$ cat src/rtl/trng_pkg.sv
package trng_pkg;
  typedef enum logic [1:0] {
    PH_IDLE = 2'd0,
    PH_OSC  = 2'd1,
    PH_RES  = 2'd2
  } phase_t;
endpackage

$ cat src/rtl/trng_phase_fsm.sv
module trng_phase_fsm
  import trng_pkg::*;
#(
  parameter int LEN_W = 8
) (
  input  logic             clk,
  input  logic             rst_n,
  input  logic             enable,
  input  logic             hold,
  input  logic [LEN_W-1:0] osc_len_i,
  input  logic [LEN_W-1:0] res_len_i,
  output logic             sel_o,
  output logic             cap_o,
  output logic             enter_osc_o,
  output logic             from_idle_o
);
  phase_t           st_q;
  logic [LEN_W-1:0] cnt_q;

  function automatic logic [LEN_W-1:0] last_idx(input logic [LEN_W-1:0] len);
    return (len == '0) ? '0 : len - 1'b1;
  endfunction

  always_comb begin
    cap_o       = (st_q == PH_RES) && (cnt_q == '0);
    from_idle_o = (st_q == PH_IDLE);
    enter_osc_o = enable && (from_idle_o || cap_o);
    sel_o       = (st_q != PH_RES);
  end

  always_ff @(posedge clk or negedge rst_n) begin
    if (!rst_n) begin
      st_q  <= PH_IDLE;
      cnt_q <= '0;
    end else begin
      case (st_q)
        PH_IDLE: begin
          if (enable) begin
            st_q  <= PH_OSC;
            cnt_q <= last_idx(osc_len_i);
          end
        end
        PH_OSC: begin
          if (!enable) begin
            st_q <= PH_IDLE;
          end else if (cnt_q != '0) begin
            cnt_q <= cnt_q - 1'b1;
          end else if (!hold) begin
            st_q  <= PH_RES;
            cnt_q <= last_idx(res_len_i);
          end
        end
        PH_RES: begin
          if (cnt_q != '0) begin
            cnt_q <= cnt_q - 1'b1;
          end else if (enable) begin
            st_q  <= PH_OSC;
            cnt_q <= last_idx(osc_len_i);
          end else begin
            st_q <= PH_IDLE;
          end
        end
        default: st_q <= PH_IDLE;
      endcase
    end
  end
endmodule

$ cat src/rtl/trng_style_fold.sv
module trng_style_fold #(
  parameter int STYLES = 9,
  parameter int REPL   = 31
) (
  input  logic [STYLES*REPL-1:0] cells,
  output logic [STYLES-1:0]      folded
);
  for (genvar s = 0; s < STYLES; s++) begin : g_style
    assign folded[s] = ^cells[s*REPL +: REPL];
  end
endmodule

$ cat src/rtl/trng_style_mux.sv
module trng_style_mux #(
  parameter int STYLES = 9,
  parameter int GRP    = 3,
  parameter int SEL_W  = 4
) (
  input  logic [STYLES-1:0] bits,
  input  logic [SEL_W-1:0]  code,
  output logic              bit_o,
  output logic              err_o
);
  localparam int NGRP  = (STYLES + GRP - 1) / GRP;
  localparam int MW    = (GRP > 1) ? $clog2(GRP) : 1;
  localparam int GW    = (NGRP > 1) ? $clog2(NGRP) : 1;
  localparam int MSLOT = 1 << MW;
  localparam int GSLOT = 1 << GW;

  logic [SEL_W-1:0] q_full, r_full;
  logic [MW-1:0]    mem_idx;
  logic [GW-1:0]    grp_idx;
  logic [GSLOT-1:0] grp_out;

  always_comb begin
    q_full  = code / SEL_W'(GRP);
    r_full  = code % SEL_W'(GRP);
    mem_idx = r_full[MW-1:0];
    grp_idx = q_full[GW-1:0];
  end

  // first level: one member picked inside every group
  for (genvar g = 0; g < GSLOT; g++) begin : g_grp
    logic [MSLOT-1:0] slice;
    for (genvar m = 0; m < MSLOT; m++) begin : g_mem
      if ((m < GRP) && (g * GRP + m < STYLES)) begin : g_live
        assign slice[m] = bits[g*GRP+m];
      end else begin : g_pad
        assign slice[m] = 1'b0;
      end
    end
    assign grp_out[g] = slice[mem_idx];
  end

  // second level: one group picked, codes beyond the table give zero
  always_comb begin
    err_o = (code >= SEL_W'(STYLES));
    bit_o = err_o ? 1'b0 : grp_out[grp_idx];
  end
endmodule

$ cat src/rtl/trng_word_pack.sv
module trng_word_pack #(
  parameter int WORD_W = 32,
  parameter int CNT_W  = 32
) (
  input  logic              clk,
  input  logic              rst_n,
  input  logic              push,
  input  logic              bit_i,
  input  logic              ready,
  output logic [WORD_W-1:0] data,
  output logic              valid,
  output logic [CNT_W-1:0]  count
);
  localparam int NW = $clog2(WORD_W);

  logic [WORD_W-1:0] sr_q;
  logic [NW-1:0]     n_q;
  logic              valid_q;
  logic [CNT_W-1:0]  count_q;

  always_ff @(posedge clk or negedge rst_n) begin
    if (!rst_n) begin
      sr_q    <= '0;
      n_q     <= '0;
      valid_q <= 1'b0;
      count_q <= '0;
    end else begin
      if (valid_q && ready) valid_q <= 1'b0;
      if (push) begin
        sr_q    <= {sr_q[WORD_W-2:0], bit_i};
        count_q <= count_q + 1'b1;
        if (n_q == NW'(WORD_W - 1)) begin
          n_q     <= '0;
          valid_q <= 1'b1;
        end else begin
          n_q <= n_q + 1'b1;
        end
      end
    end
  end

  assign data  = sr_q;
  assign valid = valid_q;
  assign count = count_q;
endmodule

$ cat src/rtl/trng_phase_ctrl.sv
module trng_phase_ctrl #(
  parameter int STYLES = 9,
  parameter int REPL   = 31,
  parameter int GRP    = 3,
  parameter int SEL_W  = 4,
  parameter int LEN_W  = 8,
  parameter int WORD_W = 32,
  parameter int CNT_W  = 32
) (
  input  logic                   clk,
  input  logic                   rst_n,
  input  logic                   enable,
  input  logic [SEL_W-1:0]       style_sel,
  input  logic [LEN_W-1:0]       osc_len,
  input  logic [LEN_W-1:0]       res_len,
  input  logic [STYLES*REPL-1:0] cell_bits,
  input  logic                   out_ready,
  output logic                   cell_sel,
  output logic                   style_err,
  output logic [WORD_W-1:0]      out_data,
  output logic                   out_valid,
  output logic [CNT_W-1:0]       bit_count
);
  logic [SEL_W-1:0]  sty_q;
  logic [LEN_W-1:0]  osc_q, res_q;
  logic              disc_q;
  logic              cap, enter_osc, from_idle, hold;
  logic [STYLES-1:0] folded;
  logic              pick_bit;

  assign hold = out_valid && !out_ready;

  trng_phase_fsm #(.LEN_W(LEN_W)) u_fsm (
    .clk(clk), .rst_n(rst_n), .enable(enable), .hold(hold),
    .osc_len_i(osc_len), .res_len_i(res_q),
    .sel_o(cell_sel), .cap_o(cap), .enter_osc_o(enter_osc), .from_idle_o(from_idle)
  );

  // configuration latched at every oscillation start
  always_ff @(posedge clk or negedge rst_n) begin
    if (!rst_n) begin
      sty_q  <= '0;
      osc_q  <= '0;
      res_q  <= '0;
      disc_q <= 1'b1;
    end else if (enter_osc) begin
      sty_q  <= style_sel;
      osc_q  <= osc_len;
      res_q  <= res_len;
      disc_q <= from_idle || (style_sel != sty_q) || (osc_len != osc_q) || (res_len != res_q);
    end
  end

  trng_style_fold #(.STYLES(STYLES), .REPL(REPL)) u_fold (
    .cells(cell_bits), .folded(folded)
  );

  trng_style_mux #(.STYLES(STYLES), .GRP(GRP), .SEL_W(SEL_W)) u_mux (
    .bits(folded), .code(sty_q), .bit_o(pick_bit), .err_o(style_err)
  );

  trng_word_pack #(.WORD_W(WORD_W), .CNT_W(CNT_W)) u_pack (
    .clk(clk), .rst_n(rst_n), .push(cap && !disc_q), .bit_i(pick_bit),
    .ready(out_ready), .data(out_data), .valid(out_valid), .count(bit_count)
  );
endmodule

$ cat config.mk
export PLATFORM = sky130hd
export DESIGN_NAME = trng_phase_ctrl
export DESIGN_NICKNAME = d
export VERILOG_FILES = /design/src/rtl/trng_pkg.sv /design/src/rtl/trng_phase_fsm.sv /design/src/rtl/trng_style_fold.sv /design/src/rtl/trng_style_mux.sv /design/src/rtl/trng_word_pack.sv /design/src/rtl/trng_phase_ctrl.sv
export SDC_FILE = /design/constraint.sdc
export NUM_CORES = 1
export LEC_CHECK = 0
export ABC_AREA = 1
export BUFFER_PORTS_ARGS = -buffer_cell sky130_fd_sc_hd__buf_2
export CAP_MARGIN = 20
export CORE_UTILIZATION = 40
export CTS_BUF_LIST = sky130_fd_sc_hd__clkbuf_2 sky130_fd_sc_hd__clkbuf_4 sky130_fd_sc_hd__clkbuf_8
export DETAILED_ROUTE_END_ITERATION = 8
export PLACE_DENSITY = 0.66
export SLEW_MARGIN = 20
export SYNTH_ARGS = -nofsm -noshare
export SYNTH_HDL_FRONTEND = slang
export SYNTH_SLANG_ARGS = --single-unit
$ cat constraint.sdc
create_clock -name clk -period 7.1 [get_ports clk]
set_input_delay 1.065 -clock clk [delete_from_list [all_inputs] [get_ports clk]]
set_output_delay 1.065 -clock clk [all_outputs]
set_load 0.02 [all_outputs]
Yosys cells after proc, flatten, opt, wreduce, memory -nomap -nowiden
Cells that the tools add are included.
{"block": "op_classes", "addsub": 5, "multipliers": 0, "n_div": 2, "magnitude_cmp": 3, "n_eq_ne": 13, "shift": 0, "n_mux": 30, "n_bitwise": 0, "n_reduce_logical": 28}
{"cell": "XOR reduction 31 bit", "count": 9}
{"cell": "two-way mux 8 bit", "count": 7}
{"cell": "adder 32 x 1 -> 32 bit (second input constant)", "count": 1}
{"cell": "logical NOT 8 bit", "count": 3}
{"cell": "case mux 8 bit (3 select lines)", "count": 1}
{"cell": "subtractor 8 x 1 -> 8 bit (second input constant)", "count": 3}
{"cell": "!= test 8 bit", "count": 2}
{"cell": "binary-select mux 1 bit (select 2 bit)", "count": 5}
{"cell": "two-way mux 1 bit", "count": 10}
{"cell": "two-way mux 2 bit", "count": 5}
{"cell": "!= test 3 bit (second input constant)", "count": 3}
{"cell": "!= test 2 bit (second input constant)", "count": 4}
{"cell": "nonzero test 8 bit", "count": 1}
{"cell": "less-than comparator 2 x 3 -> 1 bit (second input constant)", "count": 2}
{"cell": "case mux 2 bit (3 select lines)", "count": 1}
{"cell": "adder 5 x 1 -> 5 bit (second input constant)", "count": 1}
{"cell": "equality test 5 bit (second input constant)", "count": 1}
{"cell": "logical AND 1 bit", "count": 5}
{"cell": "two-way mux 5 bit", "count": 1}
{"cell": "divider 4 x 2 -> 4 bit (second input constant)", "count": 1}
{"cell": ">= comparator 4 bit (second input constant)", "count": 1}
{"cell": "logical OR 1 bit", "count": 4}
{"cell": "modulo 4 x 2 -> 4 bit (second input constant)", "count": 1}
{"cell": "!= test 4 bit", "count": 1}
{"cell": "other kinds (7)", "count": 8}
{"block": "word_totals", "regBits": 101, "latch_bits": 0, "mem_bits_rw": 0, "romBits": 0, "in_bits": 303, "out_inout_bits": 67, "wordCells": 91, "n_memories": 0}

Longest topological paths before layout
Gate-level depths: netlist of run 1.
{"block": "logic_depth", "word_depth": 6, "ltp_mapped": 22}

Modules after synthesis
A second synthesis of run 1 with hierarchy kept.
{"block": "unflattened", "hier_cells": 2581, "area_unflattened_um2": 12858.6}
{"mod": "trng_style_fold", "n_inst": 1, "cells_per_inst": 1691, "area_per_inst_um2": 6622.6, "seq_area_each_um2": 0.0}
{"mod": "trng_word_pack", "n_inst": 1, "cells_per_inst": 386, "area_per_inst_um2": 3258.1, "seq_area_each_um2": 1751.7}
{"mod": "trng_phase_fsm", "n_inst": 1, "cells_per_inst": 252, "area_per_inst_um2": 1406.3, "seq_area_each_um2": 250.2}
{"mod": "trng_phase_ctrl", "n_inst": 1, "cells_per_inst": 181, "area_per_inst_um2": 1204.9, "seq_area_each_um2": 526.8}
{"mod": "trng_style_mux", "n_inst": 1, "cells_per_inst": 71, "area_per_inst_um2": 366.6, "seq_area_each_um2": 0.0}

Worst setup path before layout of run 1
Ideal clock, no wire load.
{"block": "synth_path", "path_type": "register to register", "start": "register sty_q[3]", "end": "register u_pack.sr_q[0], in the netlist u_pack.data[0]", "setup_time_ns": 0.116, "arrival_time_ns": 2.249, "setup_slack_ns": 4.734, "path_stages_with_launch": 23, "n_path_buf": 0, "period_less_slack_ns": 2.366, "path_cell_list": "dfrtp_1 > inv_1 > nand2_1 > inv_1 > ha_1 > inv_1 > ha_1 > o21ai_0 > xor2_1 > ha_1 > inv_1 > nand2_1 > nor2_1 > inv_1 > nand2_1 > inv_1 > nand3_1 > nand3_1 > nand2_1 > nand2_1 > nand2_1 > nand2_1 > nand2_1"}
{"block": "synth_via", "elab_chain_len": 6, "word_cells_on_any_way": 14, "cone_classes": "div (2); order compare (1); mux (11)"}
{"element": "start: declaration", "line_no": "trng_phase_ctrl.sv:24", "rtl": "logic [SEL_W-1:0] sty_q;"}
{"element": "start signal: assignment", "line_no": "trng_phase_ctrl.sv:47", "rtl": "sty_q <= style_sel;"}
{"element": "modulo 4 x 2 -> 4 bit", "line_no": "trng_style_mux.sv:24", "rtl": "r_full = code % SEL_W'(GRP);"}
{"element": "binary-select mux 1 bit (select 2 bit)", "line_no": "trng_style_mux.sv:39", "rtl": "assign grp_out[g] = slice[mem_idx];"}
{"element": "two-way mux 1 bit (not written as such)", "line_no": "trng_style_mux.sv:39"}
{"element": "binary-select mux 1 bit (select 2 bit)", "line_no": "trng_style_mux.sv:45", "rtl": "bit_o = err_o ? 1'b0 : grp_out[grp_idx];"}
{"element": "two-way mux 1 bit (not written as such)", "line_no": "trng_style_mux.sv:45"}
{"element": "two-way mux 1 bit *", "line_no": "trng_style_mux.sv:45"}
{"element": "end signal: assignment", "line_no": "trng_word_pack.sv:30", "rtl": "sr_q <= {sr_q[WORD_W-2:0], bit_i};"}
{"element": "end: declaration", "line_no": "trng_word_pack.sv:16", "rtl": "logic [WORD_W-1:0] sr_q;"}
Mark *: on every way between the ends. The rest lies on a longest branch, timed or not. The select of a mux whose other input is x is not followed.
A chain may end at the register's enable or synchronous reset.

Worst setup path in the final report of run 1
Same ends and word-level chain as after synthesis.

==> results by stage, run 1 <==
Synthesis:
- The number of synthesized flops with an enable pin is 0.
- The distinct cell type count of the synthesized netlist is 43.
- In the synthesized netlist, the number of instances is 2106.
- The post-synthesis instance area is 11600 um^2.
- In the synthesized netlist, the cells that appear most often are 1195 x sky130_fd_sc_hd__nand2_1, 288 x sky130_fd_sc_hd__inv_1, 100 x sky130_fd_sc_hd__dfrtp_1, 93 x sky130_fd_sc_hd__xnor2_1, 88 x sky130_fd_sc_hd__xor2_1.
- The largest area contributor in the synthesized netlist is sky130_fd_sc_hd__nand2_1.
- Of all flip-flops after synthesis, the portion carrying an async set or reset was 100%.
- A synthesized cell averages 5.52 um^2.
- The number of nets handed over by synthesis was 2424.
- The most common cell in the synthesized netlist is sky130_fd_sc_hd__nand2_1.
- The sequential share of the synthesized area is 21.8%.
- The share of synthesized area in the top cell type comes to 38.6%.
- Sorting the synthesized cells by area gives the leading types as sky130_fd_sc_hd__nand2_1 39%, sky130_fd_sc_hd__dfrtp_1 22%, sky130_fd_sc_hd__inv_1 9.3%.
- For this run, the leading register cell type out of synthesis is sky130_fd_sc_hd__dfrtp_1.
- For this run, the number of Yosys warnings is 0.
- The post-synthesis sequential element count is 101.

GRT:
- The via count of the first global-routing pass is 12100.
- The all-layer global routing usage is 21.5%.
- The initial antenna violation count is 13.
- The first global-routing pass estimated 52500 um of wire.
- Entering global routing, the biggest net connects 77 pins.
- For this run the aggregate overflow at the end of global routing stands at 0.

Worst setup path:
- STA puts the critical path data required time at 7.37 ns.
- The kind of end point of the critical path is a flip-flop.
- The number of cells on the critical path is 21.
- The number of buffer and inverter instances along the worst setup path is 5.
- On the worst path, the slowest cell contributes a delay of 0.40 ns.
- For the worst setup path, the data arrival time is 3.27 ns.
- The worst setup path is launched from a flip-flop.
- The critical path's most frequent cell is sky130_fd_sc_hd__nand2_1.
- The top fanout value on the critical path is 6.
- The slowest cell on the critical path is sky130_fd_sc_hd__dfrtp_1.
- The family with the most delay on the worst path is simple AND/OR/NAND/NOR gates.
- The start-to-end type of the worst setup path is reg -> reg.
- The number of cells traversed by the worst register-to-register path is 21.
- Walking the worst path, the cells encountered are inv_1 -> nand2_1 -> inv_1 -> ha_1 -> inv_1 -> ha_1 -> o21ai_0 -> xor2_1 -> ha_1 -> inv_1 -> nand2_1 -> nor2_1 -> inv_1 -> nand2_1 -> nand3_1 -> nand3_1 -> nand2_1 -> nand2_1 -> nand2_1 -> nand2_1 -> nand2_1.

Die:
- The horizontal extent of the die is 172 um.
- The number of placement rows is 62.
- The area of the die is 29700 um^2.
- The placeable core region is 28600 um^2.
- The initial utilization of the core area, before any placement, comes to 40.6%.
- 370 I/O pins were placed.
- The floorplan step set the die height to 172 um.

Power and ir drop:
- The fraction of power consumed by combinational cells is 54.9%.
- The net switching fraction of the power is 46.8%.
- The total power density per cell area is 181 nW/um^2.
- The total internal power is 1.36 mW.
- The part of the power in the clock network is 15.9%.
- The switching power total is 1.20 mW.
- Summed over all cells, the static leakage comes to 9.14 nW.
- The power share of the sequential group is 29.2%.
- IR analysis of the VDD net gives a maximum drop of 0.101 mV.

STA:
- The fmax is 333 MHz.
- Headroom to the max-slew limit came out at 35.9%.
- For the pin with the worst max-slew slack, the measured transition is 0.961 ns.
- Setup total negative slack on the finished layout was measured at 0 ns.
- Setup repair after global routing left no endpoint under its margin.
- The hold violation count in the final report is 0.
- The final period demand of the worst path is 3.00 ns.
- Setup violations remaining at the end of the flow were counted as 0.
- On the final layout, the worst hold slack is 0.488 ns.
- The max-slew violation total from the final report is 0.
- The maximum clock skew at final layout is 0.0143 ns.
- The final period utilization is 42.2%.

Detailed routing:
- The per-cell routed wire length is 11.1 um.
- Once detail routing completed, the nets flagged for antenna violations numbered 0.
- After detailed routing, no signal wire sits above met5.
- The number of violations reported at the end of detailed-routing iteration 0 is 638.
- After detailed routing, the wire length on met1 is 13700 um.
- The post-route DRC violation count is 0.
- Detailed routing placed a total of 15500 um of wire on met2.
- The aggregate routed wire length is 31900 um.
- The count of TritonRoute iterations in the first routing pass is 5.
- The via count is 13200.
- After detailed routing, the number of vias per cell comes to 4.59.
- The routed length on met3 is 2070 um.

Finish:
- The number of fillers in the final layout is 3024.
- Of the cells placed in the final design, the portion with a size suffix greater than 1 is 16.9%.
- The count of non-filler cells in the finished layout is 2872.
- Relative to the synthesized area, the layout overhead comes to 21.9%.
- After the last flow step, the layout net total stands at 2792.

Clock tree:
- The later pin in the worst-skew pair is clocked with a latency of 0.38 ns.
- The number of setup buffers added after CTS is 0.
- After clock tree synthesis, the clock-pin slew on the worst setup and hold paths is 0.12 ns.
- After clock tree synthesis, the flow added hold-fix buffers numbering 0.
- The number of gates resized after CTS was 0.
- Clock tree synthesis inserted a total of 9 buffers.
- The largest buffer count on any clock path is 2.
- TritonCTS built the clock tree.
- The H-tree was split into 3 levels.
- For this design, the sink count on the clock tree is 101.
- The buffer type at the clock tree root is sky130_fd_sc_hd__clkbuf_8.

Placement:
- Routability-driven placement finished with a final weighted congestion of 0.880.
- The total half-perimeter wirelength after legalization and detailed placement is 27400 um.
- Input and output buffers added on the ports amount to 369.
- Once placement completed, the tool counted placed cells totaling 2847.

Flow run:
- Max-cap violations in this run came to 0.

Min path:
- The kind of path behind the tightest hold check is reg -> reg.
- Counting instances, the worst hold path has a depth of 2.

Outcome:
- The flow ran to the end, and the final reports show no timing, DRC or antenna violations.
[through the flow]
stage                     util (%)  power [mW]  instance area (um^2)  setup WS (ns)
after global routing          49.5        2.82                 14200           3.69
final                         49.5        2.56                 14200           4.10
after CTS                     49.4        2.58                 14100           4.02
after detailed placement      48.6        2.16                 13900           4.05
after global placement        48.6        2.14                 13900           4.15
after floorplan                  -        1.74                 11600           4.73
[state kept, by name, summed over array words and instances, names as in the netlist, 2 cells and up]
| signal | cells |
|---|---|
| u_fsm.cnt_q | 8 |
| osc_q | 8 |
| res_q | 8 |
| u_fsm.st_q | 2 |
| u_pack.count | 32 |
| u_pack.n_q | 5 |
| u_pack.data | 32 |
| sty_q | 4 |
[cells by family after synthesis]
| family | after synthesis | share of synthesized area, % |
|---|---|---|
| AO/OA/AOI/OAI | 93 | 4.78 |
| flip-flops | 101 | 21.8 |
| XOR/XNOR | 181 | 13.6 |
| buffers and inverters | 304 | 9.83 |
| AND/OR/NAND/NOR | 1412 | 48.4 |
| adder cells (fa/ha/maj) | 15 | 1.62 |
[tightest hold or removal path: stages (launching register included)]
cell and delay, ns:
sky130_fd_sc_hd__dfrtp_1 0.36, sky130_fd_sc_hd__nand2_1 0.05, sky130_fd_sc_hd__nand2_1 0.05
[power groups by stage]
| stage | clock [mW] | sequential (mW) | combinational, mW |
|---|---|---|---|
| after floorplan | 0 | 0.736 | 1.01 |
| after global placement | 0 | 0.757 | 1.38 |
| after detailed placement | 0 | 0.757 | 1.41 |
| after CTS | 0.419 | 0.747 | 1.41 |
| after global routing | 0.441 | 0.760 | 1.62 |
| final | 0.407 | 0.748 | 1.40 |
[cell type report]
class | count | area [um^2] | area share (%)
repair buffers | 372 | 1870 | 13.2
flip-flops and latches | 101 | 2530 | 17.9
clock buffers | 9 | 124 | 0.874
well taps | 384 | 480 | 3.39
diodes | 9 | 22.5 | 0.159
inverters | 289 | 1080 | 7.66
clock inverters | 7 | 97.6 | 0.689
multi-input cells | 1701 | 7960 | 56.2
[per-layer routing]
layer  GRT usage (%)  vias up
met5               0        -
met1            24.6     5720
met2            39.9      325
met3            4.94       46
li1                -     7097
met4            5.43        8
[cell usage in the layout (no fill, tap or decap), drive strengths merged, types with 4 or more instances in the layout]
cell    instances
inv           293
o22ai          18
a22oi           8
a21oi          17
or2             4
ha             15
nor2           96
diode           9
nand4          13
o21ai          32
dfrtp         100
nor3           14
buf           372
clkbuf          9
xnor2          93
nand3          77
a31oi           6
xor2           88
nand2        1202
[worst paths after layout]
path | startpoint | end | slack [ns]
setup / recovery | sty_q[3]$_DFFE_PN0P_ | u_pack.data[0]$_DFFE_PN0P_ | 4.10
hold / removal | u_pack.data[31]$_DFFE_PN0P_ | u_pack.data[31]$_DFFE_PN0P_ | 0.49
setup reg to reg | sty_q[3]$_DFFE_PN0P_ | u_pack.data[0]$_DFFE_PN0P_ | 4.10
hold reg to reg | u_pack.data[31]$_DFFE_PN0P_ | u_pack.data[31]$_DFFE_PN0P_ | 0.49
max in group asynchronous | rst_n | res_q[7]$_DFFE_PN0P_ | 5.25
min in group asynchronous | rst_n | u_pack.data[20]$_DFFE_PN0P_ | 0.57
Note: power is estimated with default switching activity, not from simulation.
==> run 2, diff against run 1 <==
PLACE_DENSITY = 0.69   (was 0.66)
clock period = 2.55 ns   (was 7.1 ns; I/O delays follow)
==> results by stage, run 2 (synthesis gave the netlist of run 1 again) <==
Outcome:
- The flow ran to the end, and the final reports show no timing, DRC or antenna violations.

Finish:
- Measured on the finished design, the core utilization comes to 50.5%.
- The finished layout holds 2895 standard cells, fillers aside.
- The library cells used most frequently in the layout, excluding fill and tap cells, are 1190 x sky130_fd_sc_hd__nand2_1, 368 x sky130_fd_sc_hd__buf_2, 285 x sky130_fd_sc_hd__inv_1.
- From synthesis to final layout, the design area changed by 24.3%.
- The library cell used most frequently in the layout, excluding fill and tap cells, is sky130_fd_sc_hd__nand2_1.
- The net count of the finished layout is 2817.
- The post-route netlist has 18.3% of its cells at a drive strength greater than 1.

Worst setup path:
- The worst setup path is launched from a flip-flop.
- The required time of the worst setup path is 2.83 ns.
- The top fanout value on the critical path is 4.
- Traced cell by cell, the critical path runs through inv_2 -> ha_4 -> nand2_2 -> nor2_4 -> nand3_4 -> nor3_4 -> nand2_4 -> nor2_8 -> nand3_4 -> nor3_4 -> nand2_4 -> nor2_8 -> nand2_2 -> o21ai_2 -> nand2_1.
- The start-to-end type of the worst setup path is reg -> reg.
- The delay of the slowest critical-path stage is 0.40 ns.
- The slowest cell on the critical path is sky130_fd_sc_hd__dfrtp_1.
- Data arrives at the worst endpoint at 2.73 ns.
- The worst setup path is captured at a flip-flop.

Detailed routing:
- The per-cell routed wire length is 11.3 um.
- The aggregate routed wire length is 32700 um.
- The post-route DRC violation count is 0.
- In the routed layout, each cell is associated on average with a via count of 4.62.
- The count of TritonRoute iterations in the first routing pass is 5.
- The via count is 13400.
- The number of violations reported at the end of detailed-routing iteration 0 is 657.
- The number of routed nets with antenna violations is 0.

STA:
- At the pin with the least slew margin, the transition time is 0.727 ns.
- The hold violation count in the final report was 0.
- The headroom to the max-slew limit is 51.2%.
- The final period utilization is 96.1%.
- The maximum clock skew at final layout is 0.0136 ns.
- Static timing analysis puts the maximum clock frequency at 408 MHz.
- The max-slew violation total from the final report is 0.
- In the final timing run, aggregate negative setup slack is 0 ns.
- After layout, the minimum clock period comes to 2.45 ns.
- The final setup violation count is 0.
- Setup repair after global routing could not meet its margin everywhere.

Clock tree:
- The TritonCTS clock tree is yes.
- The clock latency at the later pin of the worst-skew pair is 0.38 ns.
- The root buffer cell chosen for the clock tree is sky130_fd_sc_hd__clkbuf_8.
- The level count of the clock H-tree is 3.
- The largest buffer count on any clock path is 2.
- The CTS buffer count is 9.
- The number of sinks on the clock net is 101.
- The clock edge transition at the registers on the reported setup and hold paths is 0.11 ns.

Min path:
- The kind of path behind the tightest hold check is in -> async.

Die:
- The placeable core region is 28600 um^2.
- The die is 172 um tall.
- The die covers 29700 um^2.
- In this run the core area contains 62 standard-cell rows.
- The horizontal extent of the die is 172 um.
- Once the floorplan was initialized, standard cells occupied 40.6% of the core.
- For this design the top-level I/O count stands at 370.

Power and ir drop:
- The total power density per cell area is 514 nW/um^2.
- Across the VDD grid, the largest voltage drop is 0.335 mV.
- The analysis attributes to cell leakage a power of 9.30 nW.

GRT:
- Entering global routing, the biggest net connects 46 pins.
- The wire length of the first global-routing pass is 52400 um.
- Global routing finished with a remaining overflow of 0.
- The initial antenna violation count came to 9.
- The via count of the first global-routing pass is 12100.
- The all-layer global routing usage is 21.7%.

Flow run:
- The max-capacitance violation count is 0.

Placement:
- The HPWL after detailed placement is 27900 um.
- The number of buffer cells added on primary ports is 369.
- The routability congestion estimate from global placement is 0.912.
- The number of cells in the design after placement is 2857.
==> run 2: cell count changes in the layout (fill, tap and decap cells not counted), sizes merged <==
cell      delta
inv          -1
clkinvlp     +1
buf         +25
diode        -2
==> run 2: power breakdown <==
part | switching [mW] | total [mW] | internal, mW | leakage (nW)
Combinational | 2.55 | 4.23 | 1.68 | 7.84
Clock | 0.626 | 1.11 | 0.481 | 0.107
Sequential | 0.246 | 2.09 | 1.84 | 1.35
Total | 3.42 | 7.42 | 4.00 | 9.30
==> run 2: critical path, delay by kind of cell (launching register included) <==
family / cells / cell delay, ns
AND/OR/NAND/NOR: 12 / 1.62
AO/OA/AOI/OAI: 1 / 0.10
flip-flops: 1 / 0.40
buffers and inverters: 1 / 0.09
adder cells (fa/ha/maj): 1 / 0.14
==> run 2: repair_timing <==
| action | 4_1_cts | 5_1_grt |
|---|---|---|
| gates resized for setup | 2 | 20 |
| hold buffers | 0 | 0 |
| pin swaps | 1 | 9 |
| setup buffers | 2 | 13 |
| endpoints found under the setup margin | 1 | 4 |
==> run 2: area by class of cell <==
class                      count  area (um^2)
antenna                        7         17.5
clock inverter                 7         93.8
sequential                   101         2530
tap                          384          480
timing repair buffer         397         2080
multi-input combinational   1701         8030
clock buffer                   9          124
fill                        2994        14200
inverter                     289         1080
==> run 2: final timing paths <==
kind                                             start                      endpoint  slack, ns  cells past startpoint
max                         u_fsm.cnt_q[1]$_DFFE_PN0P_  u_pack.count[25]$_DFFE_PN0P_       0.10                     15
min in group clk                             out_ready        u_pack.valid$_DFF_PN0_       0.21                      2
min reg2reg                u_pack.data[31]$_DFFE_PN0P_   u_pack.data[31]$_DFFE_PN0P_       0.49                      2
min                                              rst_n   u_pack.data[19]$_DFFE_PN0P_      0.004                      1
max in group asynchronous                        rst_n            disc_q$_DFFE_PN1P_       1.86                      2
max reg2reg                 u_fsm.cnt_q[1]$_DFFE_PN0P_  u_pack.count[25]$_DFFE_PN0P_       0.10                     15
==> run 2: stage by stage <==
stage	total power [mW]	hold slack (ns)	instance area [um^2]	setup WS (ns)
floorplan	4.86	0.0869	11600	0.184
global placement	5.94	0.437	14000	0.0595
detailed placement	6.07	0.437	14000	-0.0953
CTS	7.27	0.0113	14300	0.0136
global route	8.17	0.0336	14400	-0.0400
finish	7.42	0.00368	14400	0.100
==> run 2: per-layer routing <==
metal / part of all wire [%] / GRT usage [%]
met5: 0.098 / 0
met4: 1.7 / 5.27
met3: 6.2 / 4.21
met2: 49 / 40.8
met1: 43 / 24.7
